**config.mk**
```make
export PLATFORM = sky130hd
export DESIGN_NAME = burst_addr_gen
export DESIGN_NICKNAME = d
export VERILOG_FILES = /design/src/rtl/burst_addr_pkg.sv /design/src/rtl/burst_addr_ctrl.sv /design/src/rtl/burst_addr_path.sv /design/src/rtl/burst_addr_gen.sv
export SDC_FILE = /design/constraint.sdc
export NUM_CORES = 1
export LEC_CHECK = 0
export ABC_AREA = 0
export CAP_MARGIN = 20
export CORE_MARGIN = 8
export CORE_UTILIZATION = 35
export CTS_BUF_LIST = sky130_fd_sc_hd__clkbuf_2
export DETAILED_ROUTE_END_ITERATION = 8
export DONT_BUFFER_PORTS = 1
export SLEW_MARGIN = 20
export SYNTH_ARGS = -nofsm -noshare
export SYNTH_HDL_FRONTEND = slang
export SYNTH_HIERARCHICAL = 1
export SYNTH_SLANG_ARGS = --single-unit
```
**constraint.sdc**
```tcl
create_clock -name clk -period 2.1 [get_ports clk]
set_clock_uncertainty 0.1 [all_clocks]
set_input_delay 0.105 -clock clk [delete_from_list [all_inputs] [get_ports clk]]
set_output_delay 0.105 -clock clk [all_outputs]
set_load 0.01 [all_outputs]
```
**src/rtl/burst_addr_pkg.sv**
```systemverilog
package burst_addr_pkg;

  // One-hot-or-none strobe set passed from control to datapath.
  typedef struct packed {
    logic clear;  // force zero
    logic load;   // take external address
    logic step;   // add one to held address
  } addr_ctl_t;

endpackage

```
**src/rtl/burst_addr_ctrl.sv**
```systemverilog
module burst_addr_ctrl
  import burst_addr_pkg::*;
(
  input  logic      adsN,
  input  logic      cntEnN,
  input  logic      cntRstN,
  output addr_ctl_t ctl
);

  // Priority: clear, then load, then step; otherwise hold.
  always_comb begin
    ctl.clear = ~cntRstN;
    ctl.load  = cntRstN & ~adsN;
    ctl.step  = cntRstN & adsN & ~cntEnN;
  end

endmodule

```
**src/rtl/burst_addr_path.sv**
```systemverilog
module burst_addr_path
  import burst_addr_pkg::*;
#(
  parameter int ADDR_W = 15
) (
  input  logic              clk,
  input  addr_ctl_t         ctl,
  input  logic [ADDR_W-1:0] extAddr,
  output logic [ADDR_W-1:0] addrQ
);

  localparam logic [ADDR_W-1:0] ZERO = '0;
  localparam logic [ADDR_W-1:0] ONE  = ADDR_W'(1);

  logic [ADDR_W-1:0] addrNext;

  always_comb begin
    addrNext = addrQ;
    if (ctl.clear)     addrNext = ZERO;
    else if (ctl.load) addrNext = extAddr;
    else if (ctl.step) addrNext = addrQ + ONE;
  end

  // No reset: contents are defined by the first clear or load.
  always_ff @(posedge clk) begin
    addrQ <= addrNext;
  end

endmodule

```
**src/rtl/burst_addr_gen.sv**
```systemverilog
module burst_addr_gen
  import burst_addr_pkg::*;
#(
  parameter int ADDR_W = 15
) (
  input  logic              clk,
  input  logic [ADDR_W-1:0] extAddr,
  input  logic              adsN,
  input  logic              cntEnN,
  input  logic              cntRstN,
  output logic [ADDR_W-1:0] intAddr
);

  addr_ctl_t ctl;

  burst_addr_ctrl u_ctrl (
    .adsN    (adsN),
    .cntEnN  (cntEnN),
    .cntRstN (cntRstN),
    .ctl     (ctl)
  );

  burst_addr_path #(.ADDR_W(ADDR_W)) u_path (
    .clk     (clk),
    .ctl     (ctl),
    .extAddr (extAddr),
    .addrQ   (intAddr)
  );

endmodule

```
==> flow_summary.ini <==
[placement]
dpl.hpwl_mm = 1.579
place_ws_ps = 254.6
gp_congestion = 0.7633
port_buffers = 0

[global_route]
antenna_found_initial = 0
grt_remaining_overflow = 0
grt_pass1_wl_mm = 3.601
grt_pass1_vias = 766
grt_most_used_layer = met2
grt_max_degree = 28
gr-usage-met1_pct = 10.23
grt_use_met2_pct = 19.18
gr-usage-met3_pct = 3.051
grt_use_total_pct = 10.45

[setup_path]
critPathTopFamily = simple AND/OR/NAND/NOR gates
critPathCaptureType = flip-flop
crit_start = u_path/addrQ[1]
cp.buffers_inverters = 0
timing.rr.end = u_path/addrQ[14]
rr_worst_depth = 5
critPathCapture = u_path/addrQ[14]
cpPeakStageDelay_ps = 480
worstSetupPathType = flip-flop to flip-flop
critPathRequiredTime_ps = 2190
path_depth = 5
cp_cell_sequence = ha_1, nand4_2, nor4_1, xor2_1, o21a_1
crit_fanout = 7
cp_slowest_cell = dfxtp_1
reg2reg_from = u_path/addrQ[1]
cp.arrival_ps = 2000
worstSetupStartpointType = flip-flop
r2r_slack_ps = 190

[sta]
hold_viol_final = 0
timing.fmax_mhz = 524.6
tightest_slew_ps = 479.0
setup_viol = 0
rsz0062_at_grt = false
final.setup.tns_ps = 0
finalWorstSetupSlack_ps = 193.9
period_needed_ps = 1906
maxSlewHeadroom_pct = 68.03
slew_violations = 0
finalCritPeriodShare_pct = 90.77

[final_layout]
area_growth_pct = 23.12
antennaDiodeCount = 0
drive_gt1_share_pct = 8.800
final_nets = 146
largestRegisters = u_path/addrQ: 15 flops
layout_common_cells = dfxtp_1, dlygate4sd3_1, inv_1
largest_reg_flops = 15
regMostFlops = u_path/addrQ

[logic_synthesis]
netlist_area_um2 = 882.1
synthCells = 107
ys_types = 25
yosys_register_bits = 15
seq_area_frac_synth_pct = 34.04
postSynthAreaPerCell_um2 = 8.244
yosys_warnings = 6
synth_nets = 127

[outcome]
status = complete, no violations

[die]
die-area_um2 = 4382
start_util_pct = 36.27
ioPinCount = 34
die_w_um = 66.20
core_area_um2 = 2432
die_h_um = 66.20
num_rows = 18

[clock_tree]
ctsHtreeMaxLevel = 1
cts_root_buf = clkbuf_2
path_clk_slew_ps = 150
clock_path_buffers = 2
cts_buffers = 3
cts_hold_buf = 15
cts_num_sinks = 15
post_cts_resized = 0
cts_tree = done
insertion_delay_ps = 280
post_cts_buffers = 0

[power]
p_per_area_nw_per_um2 = 529.6
pwr-share-seq_pct = 57.6
leakagePower_nw = 0.4513
ir_drop_mv = 0.2335
p_comb_share_pct = 17.3
internal-power_mw = 0.4067
p_sw_mw = 0.1684
p_clk_share_pct = 25.1
switching_share_pct = 29.28

[drt]
remaining_drc_errors = 0
viasPerCell = 5.116
totalWireLength_mm = 2.261
drtPass1Iterations = 4
route.antenna.remaining_nets = 0
vias = 793
wl_per_cell_um = 14.59
drtIter0Drc = 33

[run]
cap_violations = 0

[min_path]
hp-class = input port to flip-flop
worstHoldStart = cntRstN
## power groups by stage
stage          combinational, mW  clock (mW)  sequential [mW]
3_5_place_dp              0.0759           0            0.339
6_report                  0.0994       0.144            0.331
3_3_place_gp              0.0738           0            0.338
4_1_cts                   0.0988       0.153            0.332
5_1_grt                    0.109       0.163            0.335
2_1_floorplan             0.0599           0            0.337
## per-layer routing
layer / up-vias / share of wire (%) / routed length, um
li1: 403 / - / -
met3: 2 / 6.2 / 140
met1: 372 / 40 / 899
met2: 16 / 53 / 1191
met4: 0 / 1.4 / 31
met5: - / 0 / 0
## worst min-delay path by stage
stage,depth (start not counted),end
3_5_place_dp,2,u_path/addrQ[1]
6_report,2,u_path/addrQ[3]
3_3_place_gp,2,u_path/addrQ[0]
2_1_floorplan,2,u_path/addrQ[1]
5_1_grt,2,u_path/addrQ[1]
4_1_cts,2,u_path/addrQ[1]
## through the flow
stage	power, mW	cell area [um2]	hold WS (ps)	cells	util (%)
6_report	0.5751	1086	88.81	155	44.65
5_1_grt	0.6072	1086	96.88	155	44.65
4_1_cts	0.5839	1086	76.10	155	44.65
3_5_place_dp	0.4147	915.9	159.4	136	37.65
3_3_place_gp	0.4119	915.9	149.6	136	37.65
2_1_floorplan	0.3964	882.1	147.7	107	-
## synthesized netlist by cell type (all sizes together)
cell type	instances	area share (%)
dfxtp	15	34
inv	13	5.5
a21oi	12	6.8
o21a	8	6.8
nor2	7	3.0
nor4	6	4.3
xnor2	6	6.0
xor2	6	6.0
nand2	5	2.1
clkbuf	4	2.8
mux2i	4	4.5
nand3	4	3.7
nand4	4	3.5
nor3	3	1.7
o31a	2	2.0
or3	2	1.4
a21o	1	0.85
and3b	1	0.99
buf	1	1.3
ha	1	1.4
nor2b	1	0.71
o21ai	1	0.57
## cells by family after synthesis
logic type                 synth area share, %
muxes                                    4.539
DFF                                      34.04
and+or+nand+nor                          21.42
adders and majority gates                1.418
buffers and inverters                    9.645
AOI/OAI and AO/OA                        17.02
xor gates and xnor gates                 11.91
## final cells by class
cell class	count	area [um2]
inverters	13	48.80
fillers	256	1346
well taps	30	37.54
clock buffers	4	20.02
flip-flops and latches	15	300.3
multi-input cells	74	499.2
repair buffers	19	180.2
Note: power is estimated with default switching activity, not from simulation.
